File: src/rtl/sar_pkg.sv
`timescale 1ns/1ps
package sar_pkg;
    typedef enum logic [1:0] {
        ST_IDLE = 2'd0,
        ST_CONV = 2'd1,
        ST_TIME = 2'd2
    } sar_state_e;
endpackage

File: src/rtl/sar_ctrl.sv
`timescale 1ns/1ps
module sar_ctrl #(
    parameter int WIDTH = 8,
    localparam int IW = (WIDTH > 1) ? $clog2(WIDTH) : 1
) (
    input  logic          clk,
    input  logic          rst,
    input  logic          start,
    input  logic          timer_only,
    output logic          busy,
    output logic          load,
    output logic          decide,
    output logic [IW-1:0] idx
);
    import sar_pkg::*;

    localparam logic [IW-1:0] LAST = IW'(WIDTH - 1);

    sar_state_e    state, state_nx;
    logic [IW-1:0] idx_nx;

    // State register
    always_ff @(posedge clk) begin
        if (rst) begin
            state <= ST_IDLE;
            idx   <= LAST;
        end else begin
            state <= state_nx;
            idx   <= idx_nx;
        end
    end

    // Transitions
    always_comb begin
        state_nx = state;
        idx_nx   = idx;
        unique case (state)
            ST_IDLE: begin
                idx_nx = LAST;
                if (start) state_nx = timer_only ? ST_TIME : ST_CONV;
            end
            ST_CONV, ST_TIME: begin
                if (idx == '0) begin
                    state_nx = ST_IDLE;
                    idx_nx   = LAST;
                end else begin
                    idx_nx = idx - IW'(1);
                end
            end
            default: begin
                state_nx = ST_IDLE;
                idx_nx   = LAST;
            end
        endcase
    end

    // Outputs
    always_comb begin
        busy   = 1'b0;
        load   = 1'b0;
        decide = 1'b0;
        unique case (state)
            ST_IDLE: load = start && !timer_only;
            ST_CONV: begin
                busy   = 1'b1;
                decide = 1'b1;
            end
            ST_TIME: busy = 1'b1;
            default: busy = 1'b0;
        endcase
    end

    p_start_busy_r1: assert property (@(posedge clk) disable iff (rst)
        (state == ST_IDLE && start) |=> busy);

    p_window_end_r5: assert property (@(posedge clk) disable iff (rst)
        (state != ST_IDLE && idx == '0) |=> !busy);

    p_start_ignored_r8: assert property (@(posedge clk) disable iff (rst)
        (state != ST_IDLE && idx != '0 && start) |=> (busy && idx == $past(idx) - IW'(1)));
endmodule

File: src/rtl/sar_bits.sv
`timescale 1ns/1ps
module sar_bits #(
    parameter int WIDTH = 8,
    localparam int IW = (WIDTH > 1) ? $clog2(WIDTH) : 1
) (
    input  logic             clk,
    input  logic             rst,
    input  logic             load,
    input  logic             decide,
    input  logic [IW-1:0]    idx,
    input  logic             cmp_above,
    output logic [WIDTH-1:0] sar_q
);
    localparam logic [WIDTH-1:0] SEED = {1'b0, {(WIDTH-1){1'b1}}};
    localparam logic [IW-1:0]    LAST = IW'(WIDTH - 1);

    logic [WIDTH-1:0] sar_d;

    for (genvar i = 0; i < WIDTH; i++) begin : g_bit
        localparam logic [IW-1:0] MY  = IW'(i);
        localparam logic [IW-1:0] UP1 = IW'((i + 1) % WIDTH);
        always_comb begin
            if (load)
                sar_d[i] = SEED[i];
            else if (decide && idx == MY)
                sar_d[i] = cmp_above;
            else if (decide && i < WIDTH - 1 && idx == UP1)
                sar_d[i] = 1'b0;
            else
                sar_d[i] = sar_q[i];
        end
    end

    always_ff @(posedge clk) begin
        if (rst) sar_q <= '0;
        else     sar_q <= sar_d;
    end

    p_seed_r2: assert property (@(posedge clk) disable iff (rst)
        load |=> (sar_q == SEED));

    p_msb_kept_r4: assert property (@(posedge clk) disable iff (rst)
        (decide && idx != LAST) |=> $stable(sar_q[WIDTH-1]));

    p_hold_r7: assert property (@(posedge clk) disable iff (rst)
        (!load && !decide) |=> $stable(sar_q));
endmodule

File: src/rtl/sar_fmt.sv
`timescale 1ns/1ps
module sar_fmt #(
    parameter int WIDTH = 8
) (
    input  logic [WIDTH-1:0] sar_q,
    output logic [WIDTH-1:0] result
);
    // Offset binary to two's complement: invert the sign bit only
    assign result = {~sar_q[WIDTH-1], sar_q[WIDTH-2:0]};
endmodule

File: src/rtl/sar_sequencer.sv
`timescale 1ns/1ps
module sar_sequencer #(
    parameter int WIDTH = 8,
    localparam int IW = (WIDTH > 1) ? $clog2(WIDTH) : 1
) (
    input  logic             clk,
    input  logic             rst,
    input  logic             start,
    input  logic             timer_only,
    input  logic             cmp_above,
    output logic [WIDTH-1:0] trial,
    output logic             busy,
    output logic [WIDTH-1:0] result
);
    logic          load, decide;
    logic [IW-1:0] idx;

    sar_ctrl #(.WIDTH(WIDTH)) u_ctrl (
        .clk(clk), .rst(rst), .start(start), .timer_only(timer_only),
        .busy(busy), .load(load), .decide(decide), .idx(idx)
    );

    sar_bits #(.WIDTH(WIDTH)) u_bits (
        .clk(clk), .rst(rst), .load(load), .decide(decide), .idx(idx),
        .cmp_above(cmp_above), .sar_q(trial)
    );

    sar_fmt #(.WIDTH(WIDTH)) u_fmt (
        .sar_q(trial), .result(result)
    );
endmodule

File: config.mk
export PLATFORM = sky130hd
export DESIGN_NAME = sar_sequencer
export DESIGN_NICKNAME = d
export VERILOG_FILES = /design/src/rtl/sar_pkg.sv /design/src/rtl/sar_ctrl.sv /design/src/rtl/sar_bits.sv /design/src/rtl/sar_fmt.sv /design/src/rtl/sar_sequencer.sv
export SDC_FILE = /design/constraint.sdc
export NUM_CORES = 1
export LEC_CHECK = 0
export ABC_AREA = 0
export BUFFER_PORTS_ARGS = -buffer_cell sky130_fd_sc_hd__buf_2
export CAP_MARGIN = 10
export CORE_ASPECT_RATIO = 1.2
export CORE_MARGIN = 2
export CORE_UTILIZATION = 45
export CTS_CLUSTER_SIZE = 28
export DETAILED_ROUTE_END_ITERATION = 6
export PLACE_DENSITY = 0.82
export SKIP_CTS_REPAIR_TIMING = 1
export SLEW_MARGIN = 20
export SYNTH_ARGS = -nofsm -noshare
export SYNTH_HDL_FRONTEND = slang
export SYNTH_SLANG_ARGS = --single-unit
File: constraint.sdc
create_clock -name clk -period 1.8 [get_ports clk]
set_input_delay 0.18 -clock clk [delete_from_list [all_inputs] [get_ports clk]]
set_output_delay 0.18 -clock clk [all_outputs]
set_load 0.02 [all_outputs]
==> results of run 1 <==
## worst max-delay path, delay by kind of cell (launching register included)
family                   cells  cell delay (ns)
adder cells (fa/ha/maj)      1             0.33
buffers and inverters        2             0.23
flip-flops                   1             0.37
## cells in the mapped netlist
master / count
nand3_1: 5
nand2b_4: 1
nor3_1: 1
mux2i_1: 2
nand4_1: 3
and2_1: 1
nor2_1: 3
a31oi_1: 7
buf_6: 1
and3b_1: 1
o21ai_0: 3
clkbuf_1: 1
buf_4: 7
a21oi_1: 1
dfxtp_1: 13
buf_2: 1
and2b_1: 1
ha_1: 7
nand4b_1: 1
nor2b_1: 1
inv_1: 7
o32ai_2: 1
nand2_1: 4
nand3b_1: 1
xnor2_1: 1
o32ai_1: 1
nand2b_1: 2
o21ai_1: 4
## routing by layer
| metal | vias up | GRT usage | routed length, um |
|---|---|---|---|
| li1 | 308 | - | - |
| met1 | 274 | 0.179 | 535 |
| met2 | 23 | 0.259 | 653 |
| met3 | 5 | 0.0274 | 73 |
| met4 | 0 | 0.100 | 38 |
| met5 | - | 0 | 0 |
## flip-flops by register name, indices dropped and copies added (netlist names)
name / count
u_bits.sar_q: 8
u_ctrl.state: 2
u_ctrl.idx: 3
## layout make-up
type                            instances  area share
Multi-Input combinational cell         52       0.458
Sequential cell                        13       0.321
Timing Repair Buffer                   21       0.130
Clock buffer                            4      0.0324
Inverter                                7      0.0324
Tap cell                               17      0.0262
## cell families after synthesis
kind of cell / count (synthesis)
simple gates: 25
flops: 13
compound gates: 17
mux: 2
xor+xnor: 1
fa+ha+maj: 7
buf+inv: 17
## power by group through the flow
stage | clock [W] | combinational (W) | sequential [W]
2_1_floorplan | 0 | 0.000125 | 0.000348
3_3_place_gp | 0 | 0.000173 | 0.000330
3_5_place_dp | 0 | 0.000175 | 0.000332
4_1_cts | 0.000188 | 0.000176 | 0.000325
5_1_grt | 0.000202 | 0.000194 | 0.000329
6_report | 0.000181 | 0.000175 | 0.000324
## metrics by stage
stage                     total power (W)  instance area [um2]  utilization  setup WS (ns)  std cells
after floorplan                  0.000473                  731            -          0.589         82
final                            0.000680                  811        0.547          0.415        114
after global placement           0.000502                  785        0.529          0.555        110
after CTS                        0.000688                  811        0.547          0.408        114
after global routing             0.000724                  811        0.547          0.349        114
after detailed placement         0.000507                  785        0.529          0.496        110
## worst max-delay path by stage
stage | endpoint | slack, ns | cells past startpoint
finish | busy | 0.42 | 3
CTS | busy | 0.41 | 3
floorplan | u_ctrl.state[0]$_SDFFE_PP0P_ | 0.59 | 4
global placement | u_ctrl.state[0]$_SDFFE_PP0P_ | 0.55 | 5
global route | busy | 0.35 | 3
detailed placement | u_ctrl.state[1]$_SDFFE_PP0P_ | 0.50 | 5
==> impl_summary.txt, run 1 <==
----------------------------------------------------
[Synthesis]
  Share of synthesized cell area in and, or, nand and nor gates ... 0.200
  Mux contribution to synthesized area ... 0.0274
  Share of Yosys cell area claimed by the top area cell type ... 0.356
  Area of the mapped netlist ... 731 um2
  Total of flip-flops plus latches after synthesis ... 13
  Yosys top cell by area ... dfxtp_1
  Count of yosys warnings during synthesis ... 0
  Count of mapped cells out of synthesis ... between 80 and 90
  Adder-cell area share of the yosys netlist ... 0.120
  Number of library cell types mapped by synthesis ... 28
  Compound-Gate Fraction of Synth Area ... 0.149
  Synthesized net count ... 94
  Combinational family with the most area after synthesis ... simple AND/OR/NAND/NOR gates
  Mean area per synthesized cell ... between 8 and 9 um2
  Main area contributors after synthesis ... dfxtp_1, ha_1, buf_4
  Share of the synthesized netlist area taken by xor and xnor gates ... 0.0120
  Share of synthesized area occupied by flip-flops and latches ... 0.356

[Critical path]
  Largest fanout of any net on the critical path ... 4
  Critical Path Start Type ... flip-flop
  Worst Reg-to-Reg Cells ... 5
  Required time of the critical path ... approximately 1.6 ns
  Crit path from ... u_ctrl.state[0]$_SDFFE_PP0P_
  CP peak stage delay ... 0.37 ns
  Cells along the critical path ... inv_1 -> ha_1 -> buf_2
  Crit path DAT ... 1.20 ns
  Critical path start-end classification ... flip-flop to output port
  Cell with the biggest individual delay on the critical path ... dfxtp_1
  Reg-to-reg critical path startpoint ... u_ctrl.idx[0]$_SDFF_PP1_
  Flop2flop setup slack ... just under 0.5 ns
  Endpoint type of the worst setup path ... output port
  FF-to-FF End ... u_ctrl.state[1]$_SDFFE_PP0P_

[Hold path]
  Hold Path Depth ... 2
  Class of the worst hold path ... input port to flip-flop
  Hold path startpoint ... rst
  Worst Hold Endpoint ... u_bits.sar_q[2]$_SDFFE_PP0P_

[Detailed routing]
  Detailed-route wire length ... approximately 1.3 mm
  First-pass DRT Iterations ... 4
  Post-DRT Antenna Nets ... 0
  DRC errors left ... 0
  Via density per instance ... 5.35
  Final routed wire length divided by cell count ... 11.4 um
  Routed vias ... just over 600
  First-iteration detailed-routing DRC count ... 6

[Layout]
  Fill count ... 131
  Final Net Count ... 110
  Fraction of final layout cells with drive strength greater than 1 ... 0.268
  Area of combinational cells with multiple inputs ... 372 um2
  Synthesis-to-layout area growth ... 11.0%
  Antenna diode count ... 0
  Most frequent standard cell in the layout excluding fill and tap cells ... buf_2
  Commonest cells after routing, fill and taps aside ... buf_2, dfxtp_1, inv_1, a31oi_1, ha_1
  Area used by sequential logic in the layout ... 260 um2

[Floorplanning]
  Count of pins on the block boundary ... 22
  Floorplan die area ... 0.00196 mm2
  Number of rows created at floorplan ... 15
  Die boundary width ... 40.8 um
  Initial standard-cell utilization of the core ... 0.493
  Placeable core region ... 0.00148 mm2
  DIE HEIGHT ... 48.1 um

[Pwr]
  Reported leakage power ... a little under 0.4 nW
  Part of the power in the clock network ... 0.267
  Switching power share of the total ... 0.325
  IR drop worst, VDD ... 348 uV
  Power density over the cells ... between 800 and 900 mW/mm2
  Switch Pwr ... 0.000221 W
  Fraction of power consumed by sequential logic ... 0.476
  Combinational cell fraction of total power ... 0.257
  Internal Power ... roughly 0.00046 W

[Outcome]
  Outcome ... finished, final reports clean

[STA]
  Final setup TNS ... 0 ns
  Final setup violation count ... 0
  Fin crit share ... 0.769
  Final Hold Violating Endpoints ... 0
  Timing-limited maximum frequency ... between 700 and 800 MHz
  Hold Slack ... approximately 0.22 ns
  Pin slew with the least headroom to its limit ... between 0.3 and 0.4 ns
  Setup repair after global routing missed its margin ... no
  Post-layout minimum cycle time ... ~1.4 ns
  Final slew viol count ... 0
  Relative slew slack ... 0.755
  Worst clock skew ... roughly 0.0064 ns

[Global route]
  Vias in the first global route ... between 500 and 600
  Antenna violations before repair ... 0
  GRT Overall Usage ... 0.156
  Wire length of the first global-routing pass ... 2.04 mm
  Overall overflow remaining after global route ... 0
  Maximum number of pins on one net before global-route repair ... 14

[CTS]
  CTS tree ... yes
  Clock transition at the register clock pins on the worst setup and hold paths after CTS ... roughly 0.080 ns
  Clk sinks ... 13
  CTS Root Cell ... clkbuf_4
  Clock buffers created by TritonCTS ... 3
  Clock latency of the later-clocked register in the worst-skew pair ... 0.28 ns
  H-tree level count ... 1
  Deepest clock path buffer count ... 2

[Placed design]
  Final estimated routing congestion in global placement ... ~0.73
  Port buffer count ... 21
  HPWL after detailed placement ... 1.01 mm

[Flow run]
  Number of maximum-capacitance constraint violations ... 0

----------------------------------------------------
Power figures use the tool's default switching activity.
==> run 2: changes to the inputs <==
--- a/config.mk
+++ b/config.mk
@@ -10,10 +10,10 @@
 export CAP_MARGIN = 10
 export CORE_ASPECT_RATIO = 1.2
 export CORE_MARGIN = 2
-export CORE_UTILIZATION = 45
+export CORE_UTILIZATION = 44
 export CTS_CLUSTER_SIZE = 28
 export DETAILED_ROUTE_END_ITERATION = 6
-export PLACE_DENSITY = 0.82
+export PLACE_DENSITY = 0.84
 export SKIP_CTS_REPAIR_TIMING = 1
 export SLEW_MARGIN = 20
 export SYNTH_ARGS = -nofsm -noshare
==> constraint.sdc (replaced) <==
create_clock -name clk -period 1.2 [get_ports clk]
set_input_delay 0.12 -clock clk [delete_from_list [all_inputs] [get_ports clk]]
set_output_delay 0.12 -clock clk [all_outputs]
set_load 0.02 [all_outputs]
==> run 2 against run 1 <==
Effect of this change:
- the run now ends with setup timing left
- clock-buffer cell count unchanged
- non-clock buffer count increased by 4
- setup slack got worse by 0.42 ns
- combinational power increased by 83%
- die area increased by 2.1%
- first-iteration DRC count increased by 17%
- core utilization increased by 2.4 points
- sequential power increased by 51%
- routed wire length increased by 12%
- cell count increased by 4.4%
- final area increased by 13%
- register-to-register slack got worse by 0.43 ns
==> impl_summary.txt, run 2 (synthesis results as in run 1) <==
----------------------------------------------------
[STA]
  Post-layout minimum cycle time ... 1.20 ns
  Worst path setup slack after routing ... -0.00235 ns (-0.418 ns)
  Relative slew slack ... 0.814 (+0.0586)
  Timing-limited maximum frequency ... a little over 800 MHz
  Pin slew with the least headroom to its limit ... 0.279 ns (-0.0872 ns)
  Setup repair after global routing missed its margin ... yes
  Fin crit share ... 1.00
  Final setup violation count ... 1 (+1)
  Final slew viol count ... 0 (unchanged)
  Final Hold Violating Endpoints ... 0 (unchanged)
  Hold Slack ... 0.150 ns (-0.0724 ns)
  Worst clock skew ... 0.00329 ns (-0.00313 ns)

[Global route]
  Antenna violations before repair ... 0 (unchanged)
  Wire length of the first global-routing pass ... 2.37 mm (+16%)
  Vias in the first global route ... 585 (+14%)
  Maximum number of pins on one net before global-route repair ... 14 (unchanged)
  Overall overflow remaining after global route ... 0 (unchanged)
  GRT Overall Usage ... 0.168 (+0.0125)

[Hold path]
  Class of the worst hold path ... input port to flip-flop

[Detailed routing]
  DRC errors left ... 0 (unchanged)
  Routed vias ... 634 (+3.9%)
  Final routed wire length divided by cell count ... 12.2 um (+7.1%)
  Via density per instance ... 5.33 (-0.43%)
  Post-DRT Antenna Nets ... 0 (unchanged)
  First-iteration detailed-routing DRC count ... 7 (+1)
  First-pass DRT Iterations ... 3 (-1)
  Detailed-route wire length ... 1.45 mm (+12%)

[Floorplanning]
  Count of pins on the block boundary ... 22 (unchanged)
  Number of rows created at floorplan ... 16 (+1)
  Initial standard-cell utilization of the core ... 0.456 (-0.0366)
  Die boundary width ... 41.2 um (+1.0%)
  Placeable core region ... 0.00160 mm2 (+8.0%)
  DIE HEIGHT ... 48.6 um (+1.0%)
  Floorplan die area ... 0.00200 mm2 (+2.1%)

[Layout]
  Commonest cells after routing, fill and taps aside ... buf_2, dfxtp_1, a31oi_1
  Number of flip-flops under the largest register name ... 8 (unchanged)
  Synthesis-to-layout area growth ... 25.2%
  Registers with the most flip-flops ... u_bits.sar_q: 8 flops, u_ctrl.idx: 3 flops, u_ctrl.state: 2 flops
  End-of-flow core utilization ... 0.571 (+0.0243)
  Number of standard cells in the layout, taps in and fillers out ... 119 (+4.4%)
  Most frequent standard cell in the layout excluding fill and tap cells ... buf_2
  Antenna diode count ... 0 (unchanged)
  Fraction of final layout cells with drive strength greater than 1 ... 0.446 (+0.178)
  Fill count ... 159 (+21%)
  Final Net Count ... 114 (+3.6%)
  Largest Register ... u_bits.sar_q

[CTS]
  Clock transition at the register clock pins on the worst setup and hold paths after CTS ... 0.07 ns (about the same)
  Deepest clock path buffer count ... 2 (unchanged)
  Clk sinks ... 13 (unchanged)
  CTS Root Cell ... clkbuf_4
  H-tree level count ... 1 (unchanged)
  Clock buffers created by TritonCTS ... 3 (unchanged)
  Clock latency of the later-clocked register in the worst-skew pair ... 0.28 ns (about the same)
  CTS tree ... yes

[Placed design]
  Port buffer count ... 21 (unchanged)
  Post-placement cell count ... 115 (+4.5%)
  Final estimated routing congestion in global placement ... 0.787 (+7.8%)
  HPWL after detailed placement ... 1.11 mm (+9.4%)

[Critical path]
  Endpoint type of the worst setup path ... output port
  Critical path start-end classification ... flip-flop to output port
  Crit path DAT ... 1.08 ns (-0.12 ns)
  Largest fanout of any net on the critical path ... 4 (unchanged)
  Critical Path Start Type ... flip-flop
  Required time of the critical path ... 1.08 ns (-0.54 ns)

[Pwr]
  IR drop worst, VDD ... 734 uV (+110%)
  Power density over the cells ... 1180 mW/mm2 (+41%)
  Reported leakage power ... 0.407 nW (+3.1%)

[Outcome]
  Violations in the final reports ... setup timing
  Outcome ... finished, violations left

[Flow run]
  Number of maximum-capacitance constraint violations ... 0 (unchanged)

----------------------------------------------------
-- run 2: changes by cell type in the layout (fill, tap and decap cells not counted), sizes merged --
cell and change:
buf +4
-- run 2: metrics by stage --
stage	power [W]	TNS, ns	setup WS, ns	area [um2]
after global placement	0.000766	0	0.0134	818
after global routing	0.00115	-0.0671	-0.0394	915
final	0.00108	-0.00235	-0.00235	915
after CTS	0.00104	-0.274	-0.123	845
after detailed placement	0.000778	-0.0694	-0.0377	818
after floorplan	0.000712	0	0.0479	733
-- run 2: path summary, 6_finish.rpt --
path / from / end / slack, ns / cells after the start
worst max-delay path: u_ctrl.state[0]$_SDFFE_PP0P_ / busy / -0.002 / 3
worst max register to register: u_ctrl.idx[0]$_SDFF_PP1_ / u_bits.sar_q[4]$_SDFFE_PP0P_ / 0.06 / 5
worst min register to register: u_bits.sar_q[2]$_SDFFE_PP0P_ / u_bits.sar_q[2]$_SDFFE_PP0P_ / 0.51 / 2
worst min-delay path: timer_only / u_ctrl.state[1]$_SDFFE_PP0P_ / 0.15 / 3
-- run 2: per-layer routing --
metal,track usage,wire (um),up-vias
met5,0,0,-
met4,0.0806,34,0
met3,0.0413,63,5
met2,0.268,777,18
met1,0.198,579,291
li1,-,-,320
-- run 2: layout make-up --
cell class | instances | area (um2) | share of cell area
sequential | 13 | 267 | 0.291
clock buffer | 4 | 26.3 | 0.0287
multi-input combinational | 52 | 432 | 0.472
timing repair buffer | 25 | 141 | 0.155
inverter | 7 | 26.3 | 0.0287
tap | 18 | 22.5 | 0.0246
-- run 2: where the power goes --
group          switching, W  internal (W)
logic              0.000185      0.000135
registers         0.0000240      0.000466
clock network      0.000141      0.000129
total              0.000350      0.000729
-- run 2: worst max-delay path, cell delays in order (launching register included) --
cell and delay [ns]:
dfxtp_4 0.38, inv_2 0.05, ha_4 0.27, buf_6 0.11
